**src/rtl/rsf_pkg.sv**
```systemverilog
package rsf_pkg;
  typedef enum logic [2:0] {
    MODE_SLEEP = 3'd0,
    MODE_STBY  = 3'd1,
    MODE_FS    = 3'd2,
    MODE_TX    = 3'd3,
    MODE_RX    = 3'd4
  } opMode_e;

  localparam int BIT_MODE_RDY = 7;
  localparam int BIT_RX_RDY   = 6;
  localparam int BIT_TX_RDY   = 5;
  localparam int BIT_PLL      = 4;
  localparam int BIT_RSSI     = 3;
  localparam int BIT_TIMEOUT  = 2;
  localparam int BIT_AUTO     = 1;
  localparam int BIT_SYNC     = 0;

  typedef struct packed {
    logic inRx;
    logic inTx;
    logic synthOn;
    logic modeChanged;
    logic leaveRx;
    logic modeReadyCond;
    logic rssiAbove;
    logic wrHit;
    logic rdHit;
  } ctrlStrobes_t;
endpackage

```
**src/rtl/rsf_ctrl.sv**
```systemverilog
module rsf_ctrl
  import rsf_pkg::*;
#(
  parameter int RSSI_W = 8,
  parameter int ADDR_W = 7,
  parameter logic [ADDR_W-1:0] FLAG_ADDR = 7'h27
) (
  input  logic              clk,
  input  logic              rstN,
  input  logic [2:0]        opMode,
  input  logic              xoRunning,
  input  logic              pllLocked,
  input  logic              rssiSampling,
  input  logic              paRampDone,
  input  logic [RSSI_W-1:0] rssiLevel,
  input  logic [RSSI_W-1:0] rssiThresh,
  input  logic [ADDR_W-1:0] regAddr,
  input  logic              regWrEn,
  output ctrlStrobes_t      strobes
);
  logic [2:0] prevMode;

  always_ff @(posedge clk or negedge rstN) begin
    if (!rstN) prevMode <= MODE_SLEEP;
    else       prevMode <= opMode;
  end

  logic readyCond;
  always_comb begin
    case (opMode)
      MODE_SLEEP: readyCond = 1'b1;
      MODE_STBY:  readyCond = xoRunning;
      MODE_FS:    readyCond = pllLocked;
      MODE_TX:    readyCond = paRampDone;
      MODE_RX:    readyCond = rssiSampling;
      default:    readyCond = 1'b0;
    endcase
  end

  always_comb begin
    strobes.inRx          = (opMode == MODE_RX);
    strobes.inTx          = (opMode == MODE_TX);
    strobes.synthOn       = (opMode == MODE_FS) || (opMode == MODE_TX) || (opMode == MODE_RX);
    strobes.modeChanged   = (opMode != prevMode);
    strobes.leaveRx       = (prevMode == MODE_RX) && (opMode != MODE_RX);
    strobes.modeReadyCond = readyCond;
    strobes.rssiAbove     = (rssiLevel > rssiThresh);
    strobes.rdHit         = (regAddr == FLAG_ADDR);
    strobes.wrHit         = regWrEn && (regAddr == FLAG_ADDR);
  end
endmodule

```
**src/rtl/rsf_datapath.sv**
```systemverilog
module rsf_datapath
  import rsf_pkg::*;
(
  input  logic         clk,
  input  logic         rstN,
  input  ctrlStrobes_t strobes,
  input  logic         pllLocked,
  input  logic         paRampDone,
  input  logic         rxSettled,
  input  logic         rxStartTimeout,
  input  logic         rssiThreshTimeout,
  input  logic         autoActive,
  input  logic         syncDetected,
  input  logic         fifoEmptied,
  input  logic         contMode,
  input  logic [7:0]   regWrData,
  output logic [7:0]   flagsQ,
  output logic [7:0]   regRdData
);
  localparam logic [7:0] RESET_VAL = 8'h80;

  logic [7:0] flagsD;
  logic       clrRssi;
  logic       clrSync;
  logic       rxFlush;

  always_comb begin
    clrRssi = strobes.wrHit && regWrData[BIT_RSSI];
    clrSync = strobes.wrHit && regWrData[BIT_SYNC] && contMode;
    rxFlush = strobes.leaveRx || fifoEmptied;

    flagsD[BIT_MODE_RDY] = strobes.modeChanged ? 1'b0
                         : (flagsQ[BIT_MODE_RDY] | strobes.modeReadyCond);
    flagsD[BIT_RX_RDY]   = strobes.inRx ? (flagsQ[BIT_RX_RDY] | rxSettled) : 1'b0;
    flagsD[BIT_TX_RDY]   = strobes.inTx ? (flagsQ[BIT_TX_RDY] | paRampDone) : 1'b0;
    flagsD[BIT_PLL]      = strobes.synthOn & pllLocked;
    flagsD[BIT_RSSI]     = strobes.inRx
                         ? ((flagsQ[BIT_RSSI] & ~clrRssi) | strobes.rssiAbove) : 1'b0;
    flagsD[BIT_TIMEOUT]  = rxFlush ? 1'b0
                         : (flagsQ[BIT_TIMEOUT] | rxStartTimeout | rssiThreshTimeout);
    flagsD[BIT_AUTO]     = autoActive;
    flagsD[BIT_SYNC]     = rxFlush ? 1'b0
                         : ((flagsQ[BIT_SYNC] & ~clrSync) | syncDetected);
  end

  always_ff @(posedge clk or negedge rstN) begin
    if (!rstN) flagsQ <= RESET_VAL;
    else       flagsQ <= flagsD;
  end

  assign regRdData = strobes.rdHit ? flagsQ : 8'h00;
endmodule

```
**src/rtl/rsf_top.sv**
```systemverilog
module rsf_top
  import rsf_pkg::*;
#(
  parameter int RSSI_W = 8,
  parameter int ADDR_W = 7,
  parameter logic [ADDR_W-1:0] FLAG_ADDR = 7'h27
) (
  input  logic              clk,
  input  logic              rstN,
  input  logic [2:0]        opMode,
  input  logic              xoRunning,
  input  logic              pllLocked,
  input  logic              rssiSampling,
  input  logic              paRampDone,
  input  logic              rxSettled,
  input  logic [RSSI_W-1:0] rssiLevel,
  input  logic [RSSI_W-1:0] rssiThresh,
  input  logic              rxStartTimeout,
  input  logic              rssiThreshTimeout,
  input  logic              autoActive,
  input  logic              syncDetected,
  input  logic              fifoEmptied,
  input  logic              contMode,
  input  logic [ADDR_W-1:0] regAddr,
  input  logic              regWrEn,
  input  logic [7:0]        regWrData,
  output logic [7:0]        regRdData
);
  ctrlStrobes_t strobes;
  logic [7:0]   flagsQ;

  rsf_ctrl #(.RSSI_W(RSSI_W), .ADDR_W(ADDR_W), .FLAG_ADDR(FLAG_ADDR)) u_ctrl (
    .clk(clk), .rstN(rstN), .opMode(opMode), .xoRunning(xoRunning),
    .pllLocked(pllLocked), .rssiSampling(rssiSampling), .paRampDone(paRampDone),
    .rssiLevel(rssiLevel), .rssiThresh(rssiThresh), .regAddr(regAddr),
    .regWrEn(regWrEn), .strobes(strobes)
  );

  rsf_datapath u_dp (
    .clk(clk), .rstN(rstN), .strobes(strobes), .pllLocked(pllLocked),
    .paRampDone(paRampDone), .rxSettled(rxSettled), .rxStartTimeout(rxStartTimeout),
    .rssiThreshTimeout(rssiThreshTimeout), .autoActive(autoActive),
    .syncDetected(syncDetected), .fifoEmptied(fifoEmptied), .contMode(contMode),
    .regWrData(regWrData), .flagsQ(flagsQ), .regRdData(regRdData)
  );
endmodule

```
**config.mk**
```make
export PLATFORM = sky130hd
export DESIGN_NAME = rsf_top
export DESIGN_NICKNAME = d
export VERILOG_FILES = /design/src/rtl/rsf_pkg.sv /design/src/rtl/rsf_ctrl.sv /design/src/rtl/rsf_datapath.sv /design/src/rtl/rsf_top.sv
export SDC_FILE = /design/constraint.sdc
export NUM_CORES = 1
export LEC_CHECK = 0
export BUFFER_PORTS_ARGS = -buffer_cell sky130_fd_sc_hd__buf_2
export CAP_MARGIN = 30
export CORE_MARGIN = 4
export CORE_UTILIZATION = 35
export CTS_CLUSTER_DIAMETER = 40
export DETAILED_ROUTE_END_ITERATION = 10
export PLACE_DENSITY = 0.76
export SYNTH_ARGS = -nofsm -noshare
export SYNTH_HDL_FRONTEND = slang
export SYNTH_SLANG_ARGS = --single-unit
```
**constraint.sdc**
```tcl
create_clock -name clk -period 1.1 [get_ports clk]
set_input_delay 0.11 -clock clk [delete_from_list [all_inputs] [get_ports clk]]
set_output_delay 0.11 -clock clk [all_outputs]
set_load 0.02 [all_outputs]
```
# Yosys cells after proc, flatten, opt, wreduce, memory -nomap -nowiden
# Index checks and enable logic that the tools add are counted.
# classes
n_bitwise	12
n_eq_ne	8
muxes	8
order_cmp	1
n_reduce_logical	9
# op_table
cell	n
8-bit > comparator	1
8-bit two-way mux	1
7-bit by 6-bit == test with 1-bit output, second input constant	1
1-bit bitwise OR	7
3-bit by 2-bit == test with 1-bit output, second input constant	2
3-bit == test, second input constant	2
1-bit two-way mux	6
1-bit logical AND	5
1-bit one-hot mux with 5 select lines	1
1-bit bitwise AND	3
3-bit by 1-bit == test with 1-bit output, second input constant	1
3-bit logical NOT	1
1-bit logical OR	3
3-bit != test	1
3-bit != test, second input constant	1
1-bit NOT	2
# totals
out_inout_bits	8
inputBits	48
elab_cells	40
reg_bits	11

# Depth between registers and ports, before layout
# logic_depth
word_depth	8
mapped_depth	6
depth_no_buf	6

# Hierarchy
# Synthesis repeated with hierarchy kept, for this count alone.
# hier_totals
hier_cells	79
hier_area_um2	763.2
# modules_own_cells
mod	instances	area_each_um2	cells_per_inst	seq_area_each_um2
rsf_ctrl	1	431.7	50	75.1
rsf_datapath	1	331.6	29	201.4

# Least setup slack after synthesis
# No wires, ideal clock.
# synth_path
path_type	input to register
start	in rssiThresh[7]
end	reg u_dp.flagsQ[3]
setup_ns	0.131
setup_slack_ns	-0.142
path_buffers	0
arrival_ns	1.110
t_required_ns	0.969
path_stages	6
cell_sequence	inv_1 ha_1 nand4_1 o21ai_0 a21oi_1 or3_1
# synth_via
elab_chain_cells	3
# synth_lines
item	line_no	source
from (decl)	rsf_top.sv:17	input logic [RSSI_W-1:0] rssiThresh,
8-bit > comparator	rsf_ctrl.sv:47	strobes.rssiAbove = (rssiLevel > rssiThresh);
1-bit bitwise OR	rsf_datapath.sv:38	? ((flagsQ[BIT_RSSI] & ~clrRssi) | strobes.rssiAbove) : 1'b0;
1-bit two-way mux	rsf_datapath.sv:38	
via u_dp.flagsD[3]	rsf_datapath.sv:22	logic [7:0] flagsD;
to (signal assigned)	rsf_datapath.sv:48	else flagsQ <= flagsD;
to (decl)	rsf_datapath.sv:17	output logic [7:0] flagsQ,
# The timed path passes the listed nets, and every way through them passes these cells.

# Worst setup path after layout
# layout_path
start	reg u_dp.flagsQ[7]
end	reg u_dp.flagsQ[7]
# layout_via
elab_chain_cells	2
# layout_lines
item	line_no	source
1-bit bitwise OR	rsf_datapath.sv:33	: (flagsQ[BIT_MODE_RDY] | strobes.modeReadyCond);
1-bit two-way mux	rsf_datapath.sv:32	flagsD[BIT_MODE_RDY] = strobes.modeChanged ? 1'b0
via u_dp.flagsD[7]	rsf_datapath.sv:22	
# The timed path passes the listed nets, and every way through them passes these cells.

==> impl_metrics.json <==
{
  "clkLatencyLatePin_ns": 0.27,
  "yosysWarnings": 0,
  "worstPathArrival_ns": 1.38,
  "grt_max_degree": 12,
  "hpwlAfterDp_um": 1650,
  "drt_iter0_markers": 23,
  "maxCapViolations": 0,
  "timing.final.crit_share_pct": 110,
  "gr-total-overflow": 0,
  "row_count": 16,
  "wire_per_inst_um": 13.0,
  "drtAntennaViolNets": 0,
  "layout_common_cells": "40 x buf_2, 10 x buf_6, 10 x dfrtp_1, 9 x inv_1, 8 x and2_4",
  "synth_flop_cell": "dfrtp_1",
  "die_area_um2": 2950,
  "gp_congestion": 0.820,
  "place_area_um2": 1070,
  "period_needed_ns": 1.20,
  "die_x_um": 54.3,
  "p_int_mw": 0.702,
  "crit_fanout": 4,
  "area_delta_synth_final_pct": 69.1,
  "die_h_um": 54.3,
  "final_core_util_pct": 63.3,
  "startpoint_type": "register",
  "synth_compound_area_share_pct": 18.5,
  "synth_xor_area_share_pct": 1.17,
  "synth_top_family_by_area": "simple AND/OR/NAND/NOR gates",
  "synthDistinctLibCells": 27,
  "setup_tns_ns": -0.509,
  "switching_share_pct": 27.1,
  "skew_ns": 0.00365,
  "pwr-share-clk_pct": 28.8,
  "htreeDepth": 1,
  "drive_above_1_share_pct": 58.0,
  "start_util_pct": 37.4,
  "power.density_nw_per_um2": 760,
  "hold_violations": 1,
  "synth_area_um2": 749,
  "clockBufferDepth": 2,
  "p_sw_mw": 0.261,
  "synth.avg_cell_area_um2": 9.99,
  "via_per_inst": 5.03,
  "fillers": 169,
  "clk_pin_slew_ns": 0.07,
  "required_ns": 1.28,
  "layout_commonest_cell": "buf_2",
  "cts_made_buffers": 3,
  "syn_nets": 131,
  "dr.pass1.iters": 4,
  "holdWs_ns": -0.0000576,
  "cpMaxStageDelayCell": "dfstp_2",
  "crit_chain": "nor2_2, a211oi_2, a21oi_1, nor4_1",
  "cp.buffers_inverters": 0,
  "synthSimpleGateAreaFrac_pct": 25.0,
  "synth_edf_count": 0,
  "combPwrFrac_pct": 25.7,
  "setup_slack_ns": -0.105,
  "failed_checks": "hold timing, setup timing",
  "async_flop_share_pct": 100,
  "fin_area_um2": 1270,
  "antenna_found_initial": 0,
  "rsz0062_at_grt": "true",
  "worst_slew_pin_slew_ns": 0.238,
  "route.detailed.drc": 0,
  "min_path_type": "in -> reg",
  "ir_drop_uv": 672,
  "end_kind": "register",
  "synthAdderAreaFrac_pct": 13.4,
  "status": "finished with violations",
  "yosys_register_bits": 11,
  "ys_seq_area_share_pct": 36.9,
  "root_buffer": "clkbuf_4",
  "cts_tree": "built",
  "diodes": 0,
  "synthMuxAreaShare_pct": 0,
  "crit_family": "flip-flops",
  "synthCells": 75,
  "wirelength_um": 2150,
  "grt_usage_pct": 14.6,
  "grt_pass1_wl_um": 3180,
  "fmax_mhz": 830,
  "portBuffers": 49,
  "grt_pass1_vias": 834,
  "clock_sinks": 11,
  "maxSlewHeadroom_pct": 84.0,
  "crit_type": "reg -> reg",
  "power_frac_seq_pct": 45.5,
  "cpPeakStageDelay_ns": 0.57,
  "vias": 830,
  "io_pins": 56,
  "p_leak_nw": 0.662,
  "nets": 195,
  "power_mw": 0.963,
  "drv_slew": 0,
  "finalSetupViolCount": 9,
  "core_um2": 2000
}
cells by family after synthesis:
family,after synthesis
AO/OA/AOI/OAI,21
AND/OR/NAND/NOR,24
buffers and inverters,10
flip-flops,11
adder cells (fa/ha/maj),8
XOR/XNOR,1
state kept, by name (all words and copies together) (netlist names):
signal,count
u_ctrl.prevMode,3
u_dp.flagsQ,8
worst reg2reg max path, delay by kind of cell, from the launching register on:
kind / cells / cell delay, ns
AO/OA/AOI/OAI: 2 / 0.25
flip-flops: 1 / 0.57
AND/OR/NAND/NOR: 2 / 0.29
stage by stage:
step | worst slack (ns) | instances | hold slack [ns]
floorplan | -0.103 | 75 | -0.186
global placement | -0.210 | 157 | -0.0137
detailed placement | -0.240 | 157 | -0.0102
CTS | -0.106 | 164 | 0.00466
global route | -0.179 | 165 | 0.00124
finish | -0.105 | 165 | -0.0000576
per-layer routing:
layer	vias up	track usage, %	routed length (um)
met5	-	0	0
met4	0	5.39	59
met3	8	3.27	234
met2	52	28.1	1100
met1	374	15.1	752
li1	396	-	-
final timing paths:
kind                                     start                 end  slack (ns)  depth (start not counted)
worst max-delay path            u_dp.flagsQ[7]      u_dp.flagsQ[7]       -0.10                          4
worst min register to register  u_dp.flagsQ[6]      u_dp.flagsQ[6]        0.51                          1
min in group asynchronous                 rstN      u_dp.flagsQ[5]        0.24                          2
worst min-delay path                 opMode[1]  u_ctrl.prevMode[1]    -0.00006                          1
max in group asynchronous                 rstN      u_dp.flagsQ[7]        0.61                          2
worst max register to register  u_dp.flagsQ[7]      u_dp.flagsQ[7]       -0.10                          4
final cells by class:
type / instances / area, um2 / share of cell area, %
clock buffers: 4 / 26.3 / 2.07
inverters: 10 / 37.5 / 2.96
multi-input cells: 54 / 508 / 40.1
flip-flops and latches: 11 / 277 / 21.8
well taps: 27 / 33.8 / 2.67
repair buffers: 59 / 385 / 30.4
synth_stat cells, types with 2 or more instances:
cell type  count  share of area, %
o21ai_0        3               2.0
a211oi_1       3               3.0
inv_1         10               5.0
o21a_1         3               3.0
a21oi_1        6               4.0
nand4_1        2               1.7
nor2_1         3               1.5
and2_2         8               8.0
dfrtp_1       10                33
ha_1           8                13
nor2b_1        3               2.5
power groups by stage:
stage / registers (mW) / clock network, mW / logic, mW
after floorplan: 0.440 / 0 / 0.0895
after global placement: 0.441 / 0 / 0.206
after detailed placement: 0.442 / 0 / 0.217
after CTS: 0.437 / 0.271 / 0.232
after global routing: 0.441 / 0.303 / 0.276
final: 0.438 / 0.277 / 0.248
timing repair:
action / CTS / global route
setup buffers: 1 / 1
pin swaps: 11 / 8
gates resized for setup: 28 / 8
endpoints found under the hold margin: 12 / 0
setup endpoints to repair: 8 / 12
hold buffers: 2 / 0
(Power assumes the default switching activity.)
